**src/rtl/cal_pkg.sv**
```systemverilog
package cal_pkg;

    typedef struct packed {
        logic [7:0] sec;
        logic [7:0] min;
        logic [7:0] hour;
        logic [7:0] dow;
        logic [7:0] date;
        logic [7:0] mon;
        logic [7:0] year;
    } cal_time_t;

    localparam int FIELD_CNT = 7;

    // field value to plain number, per encoding
    function automatic logic [7:0] cal_dec(input logic [7:0] v, input logic bin);
        if (bin) return v;
        return 8'(int'(v[7:4]) * 10 + int'(v[3:0]));
    endfunction

    // plain number to field value, per encoding
    function automatic logic [7:0] cal_enc(input logic [7:0] n, input logic bin);
        if (bin) return n;
        return {4'(n / 8'd10), 4'(n % 8'd10)};
    endfunction

    function automatic logic [7:0] cal_month_days(input logic [7:0] mon, input logic [7:0] year);
        case (mon)
            8'd2:                    return (year[1:0] == 2'b00) ? 8'd29 : 8'd28;
            8'd4, 8'd6, 8'd9, 8'd11: return 8'd30;
            default:                 return 8'd31;
        endcase
    endfunction

endpackage

```
**src/rtl/cal_seq.sv**
```systemverilog
module cal_seq #(
    parameter int LEAD_CYCLES = 8
) (
    input  logic clk,
    input  logic rst_n,
    input  logic tick,
    input  logic stop,
    output logic uip,
    output logic fire,
    output logic done
);
    localparam int CW = (LEAD_CYCLES < 2) ? 1 : $clog2(LEAD_CYCLES + 1);

    typedef struct packed {
        logic          uip;
        logic [CW-1:0] cnt;
        logic          done;
    } seq_t;

    seq_t st_q, st_d;

    always_comb begin
        st_d      = st_q;
        st_d.done = 1'b0;
        fire      = 1'b0;
        if (!st_q.uip) begin
            if (tick && !stop) begin
                st_d.uip = 1'b1;
                st_d.cnt = CW'(LEAD_CYCLES - 1);
            end
        end else if (stop) begin
            st_d.uip = 1'b0;
        end else if (st_q.cnt == '0) begin
            fire      = 1'b1;
            st_d.uip  = 1'b0;
            st_d.done = 1'b1;
        end else begin
            st_d.cnt = st_q.cnt - 1'b1;
        end
    end

    always_ff @(posedge clk) begin
        if (!rst_n) st_q <= '0;
        else        st_q <= st_d;
    end

    assign uip  = st_q.uip;
    assign done = st_q.done;

    assert_tick_stopped_R9: assert property (@(posedge clk) disable iff (!rst_n)
        (tick && stop && !uip) |=> !uip);
    assert_uip_fall_R2: assert property (@(posedge clk) disable iff (!rst_n)
        $fell(uip) |-> (done || $past(stop)));
    assert_done_single_R2: assert property (@(posedge clk) disable iff (!rst_n)
        done |=> !done);
    assert_done_after_uip_R2: assert property (@(posedge clk) disable iff (!rst_n)
        done |-> $past(uip));

endmodule

```
**src/rtl/cal_advance.sv**
```systemverilog
module cal_advance
    import cal_pkg::*;
(
    input  cal_time_t cur,
    input  logic      bin,
    input  logic      h24,
    output cal_time_t nxt
);
    logic [7:0] s, m, h, dw, dt, mo, yr, mdays;
    logic [7:0] ns, nm, nh, ndw, ndt, nmo, nyr;
    logic       c_min, c_hr, c_day, c_mon, c_yr, pm, npm;

    always_comb begin
        s     = cal_dec(cur.sec, bin);
        m     = cal_dec(cur.min, bin);
        h     = cal_dec({1'b0, cur.hour[6:0]}, bin);
        dw    = cal_dec(cur.dow, bin);
        dt    = cal_dec(cur.date, bin);
        mo    = cal_dec(cur.mon, bin);
        yr    = cal_dec(cur.year, bin);
        mdays = cal_month_days(mo, yr);
        pm    = cur.hour[7];

        ns = s; nm = m; nh = h; ndw = dw; ndt = dt; nmo = mo; nyr = yr;
        npm = pm;
        c_min = 1'b0; c_hr = 1'b0; c_day = 1'b0; c_mon = 1'b0; c_yr = 1'b0;

        if (s >= 8'd59) begin ns = 8'd0; c_min = 1'b1; end
        else            ns = s + 8'd1;

        if (c_min) begin
            if (m >= 8'd59) begin nm = 8'd0; c_hr = 1'b1; end
            else            nm = m + 8'd1;
        end

        if (c_hr) begin
            if (h24) begin
                if (h >= 8'd23) begin nh = 8'd0; c_day = 1'b1; end
                else            nh = h + 8'd1;
            end else if (h == 8'd11) begin
                nh    = 8'd12;
                npm   = !pm;
                c_day = pm;
            end else if (h >= 8'd12) begin
                nh = 8'd1;
            end else begin
                nh = h + 8'd1;
            end
        end

        if (c_day) begin
            if (dw >= 8'd7) ndw = 8'd1;
            else            ndw = dw + 8'd1;
            if (dt >= mdays) begin ndt = 8'd1; c_mon = 1'b1; end
            else             ndt = dt + 8'd1;
        end

        if (c_mon) begin
            if (mo >= 8'd12) begin nmo = 8'd1; c_yr = 1'b1; end
            else             nmo = mo + 8'd1;
        end

        if (c_yr) begin
            if (yr >= 8'd99) nyr = 8'd0;
            else             nyr = yr + 8'd1;
        end

        nxt.sec  = cal_enc(ns, bin);
        nxt.min  = cal_enc(nm, bin);
        if (h24) nxt.hour = cal_enc(nh, bin);
        else     nxt.hour = {npm, cal_enc(nh, bin)[6:0]};
        nxt.dow  = cal_enc(ndw, bin);
        nxt.date = cal_enc(ndt, bin);
        nxt.mon  = cal_enc(nmo, bin);
        nxt.year = cal_enc(nyr, bin);
    end

endmodule

```
**src/rtl/cal_clock_core.sv**
```systemverilog
module cal_clock_core
    import cal_pkg::*;
#(
    parameter int LEAD_CYCLES = 8
) (
    input  logic                 clk,
    input  logic                 rst_n,
    input  logic                 sec_tick,
    input  logic                 bin_mode,
    input  logic                 h24_mode,
    input  logic                 stop,
    input  logic [FIELD_CNT-1:0] wr_en,
    input  logic [7:0]           wr_data,
    output logic [7:0]           sec_o,
    output logic [7:0]           min_o,
    output logic [7:0]           hour_o,
    output logic [7:0]           dow_o,
    output logic [7:0]           date_o,
    output logic [7:0]           month_o,
    output logic [7:0]           year_o,
    output logic                 uip,
    output logic                 upd_done
);
    localparam cal_time_t RESET_TIME = '{sec: 8'h00, min: 8'h00, hour: 8'h00,
                                         dow: 8'h01, date: 8'h01, mon: 8'h01, year: 8'h00};

    cal_time_t time_q, time_d, adv;
    logic      fire;
    logic      wr_ok;

    cal_seq #(.LEAD_CYCLES(LEAD_CYCLES)) u_seq (
        .clk   (clk),
        .rst_n (rst_n),
        .tick  (sec_tick),
        .stop  (stop),
        .uip   (uip),
        .fire  (fire),
        .done  (upd_done)
    );

    cal_advance u_adv (
        .cur (time_q),
        .bin (bin_mode),
        .h24 (h24_mode),
        .nxt (adv)
    );

    assign wr_ok = stop && (wr_en != '0);

    always_comb begin
        time_d = time_q;
        if (fire) time_d = adv;
        if (stop) begin
            if (wr_en[0]) time_d.sec  = wr_data;
            if (wr_en[1]) time_d.min  = wr_data;
            if (wr_en[2]) time_d.hour = wr_data;
            if (wr_en[3]) time_d.dow  = wr_data;
            if (wr_en[4]) time_d.date = wr_data;
            if (wr_en[5]) time_d.mon  = wr_data;
            if (wr_en[6]) time_d.year = wr_data;
        end
    end

    always_ff @(posedge clk) begin
        if (!rst_n) time_q <= RESET_TIME;
        else        time_q <= time_d;
    end

    assign sec_o   = time_q.sec;
    assign min_o   = time_q.min;
    assign hour_o  = time_q.hour;
    assign dow_o   = time_q.dow;
    assign date_o  = time_q.date;
    assign month_o = time_q.mon;
    assign year_o  = time_q.year;

    // fields move only through a completed update or an accepted write
    assert_time_frozen_R9: assert property (@(posedge clk) disable iff (!rst_n)
        (time_q != $past(time_q)) |-> ($past(fire) || $past(wr_ok)));
    assert_sec_min_range_R3: assert property (@(posedge clk) disable iff (!rst_n)
        upd_done |-> (cal_dec(sec_o, $past(bin_mode)) < 8'd60 &&
                      cal_dec(min_o, $past(bin_mode)) < 8'd60));
    assert_hour24_range_R4: assert property (@(posedge clk) disable iff (!rst_n)
        (upd_done && $past(h24_mode)) |-> (cal_dec(hour_o, $past(bin_mode)) < 8'd24));
    assert_hour12_range_R5: assert property (@(posedge clk) disable iff (!rst_n)
        (upd_done && !$past(h24_mode)) |->
            (cal_dec({1'b0, hour_o[6:0]}, $past(bin_mode)) >= 8'd1 &&
             cal_dec({1'b0, hour_o[6:0]}, $past(bin_mode)) <= 8'd12));

endmodule

```
**config.mk**
```make
export PLATFORM = sky130hd
export DESIGN_NAME = cal_clock_core
export DESIGN_NICKNAME = d
export VERILOG_FILES = /design/src/rtl/cal_pkg.sv /design/src/rtl/cal_seq.sv /design/src/rtl/cal_advance.sv /design/src/rtl/cal_clock_core.sv
export SDC_FILE = /design/constraint.sdc
export NUM_CORES = 1
export LEC_CHECK = 0
export ABC_CLOCK_PERIOD_IN_PS = 9200
export BUFFER_PORTS_ARGS = -buffer_cell sky130_fd_sc_hd__buf_2
export CORE_MARGIN = 1.5
export CORE_UTILIZATION = 35
export DETAILED_ROUTE_END_ITERATION = 7
export GPL_TIMING_DRIVEN = 0
export SYNTH_ARGS = -nofsm -noshare
export SYNTH_HDL_FRONTEND = slang
export SYNTH_SLANG_ARGS = --single-unit
```
**constraint.sdc**
```tcl
create_clock -name clk -period 9.2 [get_ports clk]
set_input_delay 2.3 -clock clk [delete_from_list [all_inputs] [get_ports clk]]
set_output_delay 2.3 -clock clk [all_outputs]
set_load 0.02 [all_outputs]
```
==> impl_metrics.json <==
{
  "synth_area_um2": 11000,
  "gr-usage-all-layers_pct": 26.1,
  "synth_flop_cell": "dfxtp_1",
  "r2r_slack_ps": 1390,
  "fin_hold_ws_ps": 517,
  "reg2reg_depth": 25,
  "min_period_ps": 8980,
  "hpwl_um": 33300,
  "syn_inst": 1513,
  "grt_pass1_vias": 11800,
  "drc": 0,
  "num_io_pins": 79,
  "core_area_um2": 30800,
  "post_cts_buffers": 0,
  "slowest_stage": "clkbuf_1",
  "rsz0062_at_grt": "no",
  "vias_per_cell": 6.48,
  "ys_ff_latch": 62,
  "startpoint": "bin_mode",
  "cts_max_level": 3,
  "synth_edf_count": 0,
  "netlist.area_leader.share_pct": 11.3,
  "fin_skew_ps": 5.06,
  "hold_buffers": 0,
  "clock_sinks": 62,
  "avgRoutedWirePerCell_um": 22.0,
  "die_w_um": 181,
  "setup.worst_path.end_class": "flop",
  "cp_slowest_stage_delay_ps": 800,
  "die_y_um": 181,
  "path_depth": 23,
  "p_leak_nw": 4.85,
  "cts_inserted_buffers": 9,
  "ys_warn_count": 0,
  "irDropWorstVdd_mv": 0.0902,
  "dpl_worst_slack_ps": 194,
  "synthTopCellsByCount": "nand2_1 (152), nor2_1 (131), a21oi_1 (124)",
  "dr.first_iter.drc_count": 1450,
  "reg2reg_to": "date_o[2]",
  "ys_types": 124,
  "status": "complete, no violations",
  "grt_pass1_wl_um": 67300,
  "area_growth_pct": 11.0,
  "nFillCells": 3188,
  "cts_root_buf": "clkbuf_16",
  "drt_wl_total_um": 44000,
  "arrival_ps": 9240,
  "clock_latency_ps": 330,
  "setup-violations-final": 0,
  "drv_slew": 0,
  "crit_buf_inv": 10,
  "post_cts_resized": 0,
  "period_share_pct": 97.6,
  "relSlewSlack_pct": 16.3,
  "port_buffers": 75,
  "syn_nets": 1618,
  "drtPass1Iterations": 6,
  "fin_setup_tns_ps": 0,
  "tightest_slew_ps": 1250,
  "clk_path_buf_depth": 2,
  "path_delay_family": "buffers and inverters",
  "register_area_um2": 1240,
  "drtAntennaViolNets": 0,
  "drive_above_1_share_pct": 13.5,
  "gp_congestion": 0.946,
  "antenna_found_initial": 3,
  "cts_tree": "yes",
  "synth_area_leaders": "dfxtp_1 (11%), ha_1 (8.1%), a21oi_1 (5.6%)",
  "final_core_util_pct": 39.7,
  "syn_area_per_cell_um2": 7.29,
  "crit_chain": "buf_6 -> clkinv_1 -> buf_2 -> buf_1 -> clkbuf_1 -> mux2_2 -> and4_1 -> ha_1 -> nor2_1 -> a31oi_2 -> o211a_1 -> buf_4 -> buf_6 -> buf_2 -> buf_1 -> nor2_1 -> a311oi_1 -> a2bb2oi_1 -> inv_1 -> ha_1 -> mux2i_1 -> o211ai_1 -> nor3b_1",
  "multi_input_area_um2": 9150,
  "die-area_um2": 32600,
  "min_path_type": "reg -> reg",
  "crit_fanout": 10,
  "hold_depth": 1,
  "report.final.hold_viol_count": 0,
  "endpoint": "dow_o[3]",
  "via_count": 13000,
  "ys_seq_area_share_pct": 11.3,
  "nNetsFinal": 1707,
  "clk_pin_slew_worst_paths_ps": 50,
  "initial_core_util_pct": 35.8,
  "async_flop_share_pct": 0,
  "maxCapViolations": 0,
  "reg2reg_from": "month_o[7]",
  "cp.required_ps": 9460,
  "finalWorstSetupSlack_ps": 219,
  "synth.most_common_cell": "nand2_1",
  "grt_remaining_overflow": 0,
  "rows": 64,
  "start_kind": "primary input",
  "p_per_area_nw_per_um2": 133,
  "path_class": "in -> reg",
  "fmax_mhz": 111,
  "synth_top_area_cell": "dfxtp_1",
  "grt_max_degree": 11
}
## routing by layer
metal | GRT usage [%] | share of wire [%] | vias up
met5 | 0 | 0 | -
met4 | 11.1 | 4.5 | 0
met3 | 4.97 | 11 | 140
met2 | 41.0 | 43 | 712
met1 | 34.8 | 42 | 6097
li1 | - | - | 6037
## per-stage QoR
step	total power [mW]	std cells	instance area [um2]
CTS	1.60	2000	12200
global route	1.73	2003	12200
finish	1.63	2004	12200
global placement	1.22	1984	11900
detailed placement	1.24	1984	11900
floorplan	1.01	1513	11000
## worst register-to-register path, cell delays in order, from the launching register on
cell      delay (ps)
dfxtp_1          550
ha_1             310
ha_1             220
fa_1             590
o211ai_1         150
or4_1            490
o211a_1          140
clkbuf_1         240
nor4_2          1060
a22oi_1          240
ha_1             330
nand2b_1         140
a21oi_1          150
nor2_1           110
a2111o_1         540
buf_4            230
nor2_1            90
nor2_1            50
o21ai_0          380
buf_2            300
a21oi_1           90
o211a_1          290
and2_1           170
a31oi_1          330
mux2_1           360
a22oi_1          170
## state kept, by name (all words and copies together), names as in the netlist
register    flops
date_o          8
hour_o          8
sec_o           8
min_o           8
u_seq.done      1
u_seq.uip       1
year_o          8
dow_o           8
month_o         8
u_seq.st_q      4
## cell usage in the layout, fill, tap and decap left out, types with 13 or more instances in the layout
| cell type | n |
|---|---|
| a211oi_1 | 36 |
| a21o_1 | 20 |
| a21oi_1 | 124 |
| a31oi_1 | 39 |
| and2_1 | 21 |
| and3_1 | 17 |
| buf_2 | 89 |
| clkbuf_1 | 49 |
| dfxtp_1 | 62 |
| fa_1 | 13 |
| ha_1 | 71 |
| inv_1 | 37 |
| mux2i_1 | 26 |
| nand2_1 | 152 |
| nand2b_1 | 20 |
| nand3_1 | 49 |
| nand4_1 | 13 |
| nor2_1 | 131 |
| nor3_1 | 48 |
| nor4_1 | 16 |
| o211ai_1 | 38 |
| o21a_1 | 13 |
| o21ai_0 | 94 |
| o22ai_1 | 16 |
| or3_1 | 16 |
| xnor2_1 | 28 |
## layout make-up
class,instances,share of cell area [%]
Tap cell,396,4.05
Multi-Input combinational cell,1321,74.7
Clock buffer,12,2.01
Timing Repair Buffer,79,3.31
Clock inverter,4,0.572
Antenna cell,1,0.0204
Buffer,88,3.95
Inverter,41,1.26
Sequential cell,62,10.1
## worst min path at each step
stage,startpoint,end,slack [ps]
after global routing,u_seq.st_q[1],u_seq.st_q[1],540
after CTS,u_seq.st_q[1],u_seq.st_q[1],510
final,u_seq.st_q[1],u_seq.st_q[1],520
after global placement,u_seq.st_q[1],u_seq.st_q[1],500
after detailed placement,u_seq.st_q[1],u_seq.st_q[1],500
after floorplan,u_seq.st_q[1],u_seq.st_q[1],460
## report_power, final
group / leakage, nW / switching, mW / internal (mW)
Sequential: 0.510 / 0.0412 / 0.288
Combinational: 4.19 / 0.590 / 0.344
Clock: 0.157 / 0.126 / 0.244
Total: 4.85 / 0.758 / 0.876
## kinds of logic (layout without fill, tap and decap cells)
logic type                 after synthesis  in the layout  share of synthesized area, %
adders and majority gates               89             89                          10.9
muxes                                   43             43                          4.33
buffers and inverters                  130            224                          5.82
xor gates and xnor gates                40             40                          3.18
other                                    0              1                             0
AOI/OAI and AO/OA                      587            587                          38.3
and+or+nand+nor                        562            562                          26.2
DFF                                     62             62                          11.3
No activity file was read; power rests on OpenSTA's default activity.
